===== config.mk =====
export PLATFORM = sky130hd
export DESIGN_NAME = eeprom_2w_slave
export DESIGN_NICKNAME = d
export VERILOG_FILES = /design/src/rtl/eeprom_2w_pkg.sv /design/src/rtl/e2w_line_sampler.sv /design/src/rtl/e2w_byte_array.sv /design/src/rtl/eeprom_2w_slave.sv
export SDC_FILE = /design/constraint.sdc
export NUM_CORES = 2
export LEC_CHECK = 0
export BUFFER_PORTS_ARGS = -buffer_cell sky130_fd_sc_hd__buf_4
export CORE_MARGIN = 2
export CORE_UTILIZATION = 55
export DETAILED_ROUTE_END_ITERATION = 7
export GPL_ROUTABILITY_DRIVEN = 0
export HOLD_SLACK_MARGIN = 0.06
export PLACE_DENSITY_LB_ADDON = 0.3
export REMOVE_ABC_BUFFERS = 1
export SYNTH_ARGS = -nofsm -noshare
export SYNTH_HDL_FRONTEND = slang
export SYNTH_SLANG_ARGS = --single-unit
export TNS_END_PERCENT = 10

===== constraint.sdc =====
create_clock -name clk -period 8.8 [get_ports clk]
set_input_delay 0.88 -clock clk [delete_from_list [all_inputs] [get_ports clk]]
set_output_delay 0.88 -clock clk [all_outputs]
set_load 0.05 [all_outputs]

===== src/rtl/eeprom_2w_pkg.sv =====
package eeprom_2w_pkg;

   localparam logic [3:0] DEV_TYPE = 4'b1010;

   typedef enum logic [2:0] {
      ST_IDLE,
      ST_RX,
      ST_ACK,
      ST_WSTOP,
      ST_TX,
      ST_MACK,
      ST_RLOAD,
      ST_BUSY
   } ctl_state_t;

   typedef enum logic [1:0] {
      PH_DEV,
      PH_WORD,
      PH_DATA
   } rx_phase_t;

endpackage


===== src/rtl/e2w_line_sampler.sv =====
module e2w_line_sampler #(
   parameter int SYNC_STAGES = 2
) (
   input  logic clk,
   input  logic rst_n,
   input  logic scl_i,
   input  logic sda_i,
   output logic scl_level,
   output logic sda_level,
   output logic scl_rise,
   output logic scl_fall,
   output logic start_det,
   output logic stop_det
);

   initial assert (SYNC_STAGES >= 1) else $error("SYNC_STAGES must be at least 1");

   logic [SYNC_STAGES-1:0] scl_pipe, sda_pipe;
   logic                   scl_prev, sda_prev;

   generate
      if (SYNC_STAGES == 1) begin : g_single
         always_ff @(posedge clk or negedge rst_n) begin
            if (!rst_n) begin
               scl_pipe <= '1;
               sda_pipe <= '1;
            end else begin
               scl_pipe <= scl_i;
               sda_pipe <= sda_i;
            end
         end
      end else begin : g_chain
         always_ff @(posedge clk or negedge rst_n) begin
            if (!rst_n) begin
               scl_pipe <= '1;
               sda_pipe <= '1;
            end else begin
               scl_pipe <= {scl_pipe[SYNC_STAGES-2:0], scl_i};
               sda_pipe <= {sda_pipe[SYNC_STAGES-2:0], sda_i};
            end
         end
      end
   endgenerate

   always_ff @(posedge clk or negedge rst_n) begin
      if (!rst_n) begin
         scl_prev <= 1'b1;
         sda_prev <= 1'b1;
      end else begin
         scl_prev <= scl_pipe[SYNC_STAGES-1];
         sda_prev <= sda_pipe[SYNC_STAGES-1];
      end
   end

   assign scl_level = scl_pipe[SYNC_STAGES-1];
   assign sda_level = sda_pipe[SYNC_STAGES-1];
   assign scl_rise  = !scl_prev && scl_level;
   assign scl_fall  = scl_prev && !scl_level;
   assign start_det = scl_prev && scl_level && sda_prev && !sda_level;
   assign stop_det  = scl_prev && scl_level && !sda_prev && sda_level;

endmodule


===== src/rtl/e2w_byte_array.sv =====
module e2w_byte_array #(
   parameter int ADDR_W = 9,
   parameter int DATA_W = 8
) (
   input  logic              clk,
   input  logic              rst_n,
   input  logic              we,
   input  logic [ADDR_W-1:0] waddr,
   input  logic [DATA_W-1:0] wdata,
   input  logic [ADDR_W-1:0] raddr,
   output logic [DATA_W-1:0] rdata
);

   localparam int DEPTH = 1 << ADDR_W;

   initial assert (DEPTH * DATA_W <= 8192) else $error("array too large for register storage");

   logic [DATA_W-1:0] cells [DEPTH];

   always_ff @(posedge clk) begin
      if (we) cells[waddr] <= wdata;
   end

   assign rdata = cells[raddr];

   AST_WRITE_ADDR_KNOWN: assert property (@(posedge clk) disable iff (!rst_n)
      we |-> !$isunknown({waddr, wdata}));

endmodule


===== src/rtl/eeprom_2w_slave.sv =====
module eeprom_2w_slave
   import eeprom_2w_pkg::*;
#(
   parameter int WORD_W       = 8,
   parameter int DATA_W       = 8,
   parameter int SYNC_STAGES  = 2,
   parameter int WRITE_CYCLES = 1000
) (
   input  logic       clk,
   input  logic       rst_n,
   input  logic       scl_i,
   input  logic       sda_i,
   input  logic [1:0] strap_i,
   output logic       sda_oe_o,
   output logic       busy_o
);

   localparam int ADDR_W = WORD_W + 1;
   localparam int BIT_W  = $clog2(DATA_W);
   localparam int CNT_W  = $clog2(WRITE_CYCLES + 1);
   localparam logic [BIT_W-1:0] LAST_BIT  = BIT_W'(DATA_W - 1);
   localparam logic [CNT_W-1:0] LAST_WAIT = CNT_W'(WRITE_CYCLES - 1);

   initial assert (DATA_W == 8) else $error("address byte layout needs DATA_W == 8");
   initial assert (WORD_W == DATA_W) else $error("word address must fill one bus byte");
   initial assert (WRITE_CYCLES >= 1) else $error("WRITE_CYCLES must be at least 1");

   logic scl_s, sda_s, scl_rise, scl_fall, start_det, stop_det;

   e2w_line_sampler #(.SYNC_STAGES(SYNC_STAGES)) u_sampler (
      .clk       (clk),
      .rst_n     (rst_n),
      .scl_i     (scl_i),
      .sda_i     (sda_i),
      .scl_level (scl_s),
      .sda_level (sda_s),
      .scl_rise  (scl_rise),
      .scl_fall  (scl_fall),
      .start_det (start_det),
      .stop_det  (stop_det)
   );

   ctl_state_t        state;
   rx_phase_t         phase;
   logic [BIT_W-1:0]  bit_cnt;
   logic              byte_done;
   logic [DATA_W-1:0] shreg, txbyte, wr_data, rd_byte;
   logic [ADDR_W-1:0] cur_addr;
   logic              addr_hi, rd_mode, oe;
   logic [CNT_W-1:0]  wait_cnt;
   logic              mem_we, dev_match;

   assign dev_match = (shreg[7:4] == DEV_TYPE) && (shreg[3:2] == strap_i);
   assign mem_we    = (state == ST_WSTOP) && stop_det;

   e2w_byte_array #(.ADDR_W(ADDR_W), .DATA_W(DATA_W)) u_array (
      .clk   (clk),
      .rst_n (rst_n),
      .we    (mem_we),
      .waddr (cur_addr),
      .wdata (wr_data),
      .raddr (cur_addr),
      .rdata (rd_byte)
   );

   always_ff @(posedge clk or negedge rst_n) begin
      if (!rst_n) begin
         state     <= ST_IDLE;
         phase     <= PH_DEV;
         bit_cnt   <= '0;
         byte_done <= 1'b0;
         shreg     <= '0;
         txbyte    <= '0;
         wr_data   <= '0;
         cur_addr  <= '0;
         addr_hi   <= 1'b0;
         rd_mode   <= 1'b0;
         oe        <= 1'b0;
         wait_cnt  <= '0;
      end else if (state == ST_BUSY) begin
         if (wait_cnt == LAST_WAIT) begin
            state    <= ST_IDLE;
            wait_cnt <= '0;
         end else begin
            wait_cnt <= wait_cnt + CNT_W'(1);
         end
      end else if (start_det) begin
         state     <= ST_RX;
         phase     <= PH_DEV;
         bit_cnt   <= '0;
         byte_done <= 1'b0;
         oe        <= 1'b0;
      end else if (stop_det) begin
         oe        <= 1'b0;
         byte_done <= 1'b0;
         bit_cnt   <= '0;
         if (state == ST_WSTOP) begin
            state    <= ST_BUSY;
            cur_addr <= cur_addr + ADDR_W'(1);
            wait_cnt <= '0;
         end else begin
            state <= ST_IDLE;
         end
      end else begin
         case (state)
            ST_RX: begin
               if (scl_rise) begin
                  shreg <= {shreg[DATA_W-2:0], sda_s};
                  if (bit_cnt == LAST_BIT) begin
                     bit_cnt   <= '0;
                     byte_done <= 1'b1;
                  end else begin
                     bit_cnt <= bit_cnt + BIT_W'(1);
                  end
               end else if (scl_fall && byte_done) begin
                  byte_done <= 1'b0;
                  case (phase)
                     PH_DEV: begin
                        if (dev_match) begin
                           oe      <= 1'b1;
                           state   <= ST_ACK;
                           rd_mode <= shreg[0];
                           addr_hi <= shreg[1];
                        end else begin
                           state <= ST_IDLE;
                        end
                     end
                     PH_WORD: begin
                        oe       <= 1'b1;
                        state    <= ST_ACK;
                        cur_addr <= {addr_hi, shreg[WORD_W-1:0]};
                     end
                     default: begin
                        oe      <= 1'b1;
                        state   <= ST_ACK;
                        wr_data <= shreg;
                     end
                  endcase
               end
            end
            ST_ACK: begin
               if (scl_fall) begin
                  oe <= 1'b0;
                  case (phase)
                     PH_DEV: begin
                        if (rd_mode) begin
                           txbyte  <= rd_byte;
                           oe      <= !rd_byte[DATA_W-1];
                           state   <= ST_TX;
                           bit_cnt <= '0;
                        end else begin
                           phase <= PH_WORD;
                           state <= ST_RX;
                        end
                     end
                     PH_WORD: begin
                        phase <= PH_DATA;
                        state <= ST_RX;
                     end
                     default: state <= ST_WSTOP;
                  endcase
               end
            end
            ST_TX: begin
               if (scl_rise) begin
                  if (bit_cnt == LAST_BIT) begin
                     bit_cnt   <= '0;
                     byte_done <= 1'b1;
                     cur_addr  <= cur_addr + ADDR_W'(1);
                  end else begin
                     bit_cnt <= bit_cnt + BIT_W'(1);
                  end
               end else if (scl_fall) begin
                  if (byte_done) begin
                     byte_done <= 1'b0;
                     oe        <= 1'b0;
                     state     <= ST_MACK;
                  end else begin
                     oe <= !txbyte[LAST_BIT - bit_cnt];
                  end
               end
            end
            ST_MACK: begin
               if (scl_rise) state <= sda_s ? ST_IDLE : ST_RLOAD;
            end
            ST_RLOAD: begin
               if (scl_fall) begin
                  txbyte  <= rd_byte;
                  oe      <= !rd_byte[DATA_W-1];
                  state   <= ST_TX;
                  bit_cnt <= '0;
               end
            end
            default: ;
         endcase
      end
   end

   assign sda_oe_o = oe;
   assign busy_o   = (state == ST_BUSY);

   AST_BUSY_SILENT: assert property (@(posedge clk) disable iff (!rst_n)
      busy_o |-> !sda_oe_o);

   AST_ACK_NEEDS_MATCH: assert property (@(posedge clk) disable iff (!rst_n)
      (state == ST_ACK && phase == PH_DEV) |-> (shreg[7:4] == DEV_TYPE && shreg[3:2] == strap_i));

   AST_OE_STEADY_SCL_HIGH: assert property (@(posedge clk) disable iff (!rst_n)
      ($past(scl_s) && !$past(start_det) && !$past(stop_det)) |-> $stable(sda_oe_o));

   AST_BUSY_AFTER_STOP: assert property (@(posedge clk) disable iff (!rst_n)
      $rose(busy_o) |-> $past(stop_det));

endmodule


Yosys cells after proc, flatten, opt, wreduce, memory -nomap -nowiden
Memories as Yosys holds them, arrays and structs flattened.
Index checks and enable logic that the tools add are counted.
W data, S select, Z words.
Cells by class
  reduce and logical (&&, ||, !) cells: 41
  order comparisons: 1
  equal/unequal tests: 46
  add/sub/neg operators: 4
  muxes and demuxes: 78
  bitwise logic cells: 5
Operator list (count)
  $mux W3: 24
  $mux W9: 7
  $ne A5 B5 Y1 const B: 11
  $mux W10: 5
  $mux W8: 4
  $ne A4 B4 Y1 const B: 8
  $mux W1: 23
  $ne A3 B3 Y1 const B: 6
  $pmux W9 S2: 1
  $reduce_and A9 Y1: 2
  $pmux W8 S2: 1
  $reduce_and A8 Y1: 2
  $eq A3 B3 Y1 const B: 5
  $pmux W3 S5: 1
  $reduce_and A7 Y1: 2
  $mux W2: 6
  $ne A2 B2 Y1 const B: 6
  $add A10 B1 Y10 const B: 1
  $eq A10 B10 Y1 const B: 1
  $logic_and A1 B1 Y1: 10
  $reduce_and A10 Y1: 1
  $reduce_bool A2 Y1: 5
  $add A9 B1 Y9 const B: 1
  $pmux W3 S3: 1
  28 further kinds: 41
Word-level totals
  flip-flop bits (word level): 61
  memories kept: 1
  output and inout port bits: 2
  word-level logic and storage cells: 192
  bits in writable memories: 4096
Memories
  u_array.cells: words 512, width 8, rd ports 1, clocked after memory_dff 0, wr ports 1, RTL line e2w_byte_array.sv:18  | logic [DATA_W-1:0] cells [DEPTH];

Depth between registers and ports, before layout
  depth in word-level cells: 10
  mapped depth: 15

Modules after synthesis
Synthesis repeated with hierarchy kept, for this count alone.
Second synthesis, totals
  cell total of the unflattened synthesis: 8360
  area total of the unflattened synthesis: 163195.3 um^2
By module, submodules not included
  e2w_byte_array: times used 1, sequential area each 122998.0 um^2, cells an instance 8022, area each 159767.0 um^2
  eeprom_2w_slave: times used 1, sequential area each 1376.3 um^2, cells an instance 328, area each 3238.1 um^2
  e2w_line_sampler: times used 1, sequential area each 157.7 um^2, cells an instance 10, area each 190.2 um^2

Worst setup path after synthesis
No wires, ideal clock.
  kind: flip-flop to flip-flop
  start: reg wr_data[0]
  end: mem u_array.cells[0][0] (data pin)
  path slack: 1334 ps
  period minus slack after synthesis: 7466 ps
  cell stages (with the launch flop): 1
  arrival time: 6062 ps
  data required time: 7396 ps
  cells stage by stage: dfrtp_1
RTL lines
  start, declared: RTL line eeprom_2w_slave.sv:47  | logic [DATA_W-1:0] shreg, txbyte, wr_data, rd_byte;
  start signal, assigned: RTL line eeprom_2w_slave.sv:136  | wr_data <= shreg;
  end, declared: RTL line e2w_byte_array.sv:18
Straight into the memory's write port.

Worst setup path after layout
  start: reg cur_addr[1]
  end: reg txbyte[5]
On the way
  word-level cells in the longest chain between the ends: 5
Ends and longest elaborated chain
  start, declared: RTL line eeprom_2w_slave.sv:48  | logic [ADDR_W-1:0] cur_addr;
  start signal, assigned: RTL line eeprom_2w_slave.sv:99  | cur_addr <= cur_addr + ADDR_W'(1);
  start signal, assigned: RTL line eeprom_2w_slave.sv:131  | cur_addr <= {addr_hi, shreg[WORD_W-1:0]};
  start signal, assigned: RTL line eeprom_2w_slave.sv:169  | cur_addr <= cur_addr + ADDR_W'(1);
  $mem_v2 Z512 W8 *
  $mux W8: RTL line eeprom_2w_slave.sv:146  | if (rd_mode) begin
  $mux W8: RTL line eeprom_2w_slave.sv:144  | case (phase)
  $mux W8: RTL line eeprom_2w_slave.sv:142  | if (scl_fall) begin
  $pmux W8 S2 *: RTL line eeprom_2w_slave.sv:105  | case (state)
  end signal, assigned: RTL line eeprom_2w_slave.sv:147  | txbyte <= rd_byte;
  end signal, assigned: RTL line eeprom_2w_slave.sv:188  | txbyte <= rd_byte;
  end, declared: RTL line eeprom_2w_slave.sv:47
Mark *: on every way between the ends. The rest lies on a longest branch, timed or not. The select of a mux whose other input is x is not followed.
A chain may end at the register's enable or synchronous reset.

==> flow_summary.json <==
{
  "initial_core_util_pct": 55.1,
  "die-area_um2": 298000,
  "drv_cap": 0,
  "drv_slew": 0,
  "place_hpwl_um": 266000,
  "drt_wl_total_um": 448000,
  "timing.fmax_mhz": 181,
  "synth_compound_area_share_pct": 2.40,
  "core_um2": 293000,
  "grtUsageTotal_pct": 29.9,
  "layout.area.seq_um2": 125000,
  "grt_pass1_vias": 80700,
  "synth_edf_count": 4096,
  "rows": 199,
  "syn_area_um2": 162000,
  "instances_no_fill": 12000,
  "synth_mux_area_share_pct": 16.2,
  "clock_path_buffers": 4,
  "drtPass1Iterations": 8,
  "die_h_um": 546,
  "vias_per_cell": 6.94,
  "synth-seq-area-share_pct": 77.0,
  "crit_type": "reg2reg",
  "crit_family": "compound AO/OA/AOI/OAI gates",
  "syn_inst": 7646,
  "drtIter0Drc": 14300,
  "synth_xor_area_share_pct": 0.0108,
  "io_pins": 8,
  "cp-start-kind": "flop",
  "drive_gt1_share_pct": 22.7,
  "critical_path.cell_chain": "buf_12, buf_4, mux4_2, mux4_2, a22oi_1, o2111ai_1, nor4_1, a31oi_1",
  "root_buffer": "clkbuf_16",
  "dpl-instance-area_um2": 166000,
  "slew_headroom_pct": 3.84,
  "synth_adder_area_share_pct": 0.0774,
  "skew_ns": 0.0843,
  "powerDensity_nw_per_um2": 260,
  "grt_overflow": 0,
  "path_common_cell": "mux4_2",
  "place_inst": 11300,
  "cts_setup_buffers": 0,
  "grt_pass1_wl_um": 628000,
  "numCtsBuffers": 402,
  "fin_setup_tns_ns": 0,
  "htree_levels": 5,
  "cp.required_ns": 9.61,
  "finalSetupViolCount": 0,
  "fin_crit_ns": 5.51,
  "p_leak_nw": 53.7,
  "clock_latency_ns": 0.96,
  "violations": "DRC",
  "worstMarginPinSlew_ns": 1.43,
  "syn_to_final_growth_pct": 10.8,
  "cts_tree": "done",
  "ys_seq_elements": 4157,
  "status": "finished with violations",
  "rsz0062_at_grt": "no",
  "nFillCells": 19900,
  "design_area_um2": 179000,
  "ir_drop_mv": 0.261,
  "synth_top_family_by_area": "multiplexers",
  "p_total_mw": 46.5,
  "cp_slowest_stage_delay_ns": 1.17,
  "antenna_found_initial": 20,
  "cpMaxStageDelayCell": "dfrtp_4",
  "synth_cell_type_count": 73,
  "crit_buf_inv": 2,
  "clkSinkCount": 4157,
  "multiInputGateArea_um2": 35200,
  "final_core_util_pct": 61.1,
  "die_x_um": 546,
  "avgSynthCellArea_um2": 21.2,
  "finalCritPeriodShare_pct": 62.6,
  "critical_path_arrival_ns": 6.33,
  "clk_pin_slew_ns": 0.07,
  "via_count": 83400,
  "grt_max_degree": 220,
  "worstHoldPathType": "in2reg",
  "worstSetupEndpointType": "flop",
  "yosysWarnings": 0,
  "post_drt_wl_per_cell_um": 37.3,
  "synth-main-ff-cell": "edfxtp_1",
  "async_reset_ff_share_pct": 1.47,
  "synth_simple_gate_area_share_pct": 2.91,
  "crit_path_max_fanout": 94,
  "ant_nets": 0,
  "route.detailed.drc": 8,
  "nNetsFinal": 7772,
  "hold_violations": 0,
  "numPortBuffers": 7
}
-- cells by family after synthesis --
logic type	Yosys count
mux	1369
compound gates	561
buf+inv	480
simple gates	1067
xor+xnor	2
fa+ha+maj	10
flops	4157
-- flip-flops by register name (all words and copies together) (netlist names), 2 cells and up --
register,cells
u_sampler.sda_pipe,2
u_array.cells,4096
cur_addr,9
state,3
txbyte,8
u_sampler.scl_pipe,2
wr_data,8
shreg,8
bit_cnt,3
phase,2
wait_cnt,10
-- repair_timing --
item / in CTS / in global routing
hold buffers: 1 / 0
resized for setup: 0 / 0
hold endpoints to repair: 16 / 0
-- per-stage QoR --
step	hold WS (ns)	worst slack [ns]
3_3_place_gp	0.353	3.40
5_1_grt	0.129	3.26
6_report	0.135	3.29
2_1_floorplan	0.345	-40.32
3_5_place_dp	0.348	3.41
4_1_cts	0.0999	3.39
-- final cells by class --
cell class              instances  area share, %
diodes                         21         0.0293
clock buffers                 503           5.89
clock inverters               227           1.20
inverters                       9         0.0188
multi-input cells            3009           19.7
flip-flops and latches       4157           69.5
well taps                    3919           2.74
repair buffers                177          0.959
-- report_power, final --
part           switching [mW]  internal (mW)
sequential              0.257           21.5
clock                    7.38           9.54
combinational            4.98           2.92
total                    12.6           33.9
-- cell usage after synthesis, types with 48 or more instances --
library cell,count,area [um2]
mux4_2,992,22300
mux2i_1,319,3190
buf_4,48,360
o21ai_0,75,375
dfrtp_1,55,1380
clkbuf_1,193,724
nand2_1,148,556
edfxtp_1,4096,123000
a22oi_1,179,1340
nand3_1,103,515
buf_1,59,221
a21oi_1,78,390
buf_2,157,786
nor2_1,615,2310
mux2_2,58,653
-- metal layers --
layer | GRT usage [%] | vias up | routed length, um
met5 | 0.208 | - | 199
met4 | 13.6 | 22 | 23600
met3 | 9.33 | 1039 | 61500
met2 | 44.0 | 6396 | 203000
met1 | 41.4 | 43800 | 160000
li1 | - | 32200 | -
-- layout by cell type (no fill, tap or decap), types with 21 or more instances in the layout --
cell       count
edfxtp_1    4096
mux4_2       992
nor2_1       611
clkbuf_16    407
mux2i_1      319
a22oi_1      179
nand2_1      148
buf_4        145
clkbuf_1      95
clkinv_1      88
nand3_1       87
a21oi_1       78
o21ai_0       74
clkinv_2      66
mux2_2        58
nand4_1       44
o22ai_1       44
dfrtp_1       42
a221oi_1      39
a31oi_1       35
bufinv_16     35
buf_12        31
nor3_1        29
a22o_1        24
diode_2       21
-- path summary, 6_finish.rpt --
check	startpoint	to	slack [ns]	cells past startpoint
setup / recovery	cur_addr[1]	txbyte[5]	3.29	8
hold / removal	sda_i	u_sampler.sda_pipe[0]	0.13	1
setup reg to reg	cur_addr[1]	txbyte[5]	3.29	8
hold reg to reg	u_sampler.scl_pipe[0]	u_sampler.scl_pipe[1]	0.33	0
max in group asynchronous	rst_n	wr_data[1]	7.37	2
min in group asynchronous	rst_n	wait_cnt[6]	0.57	2
No activity file was read; power rests on OpenSTA's default activity.
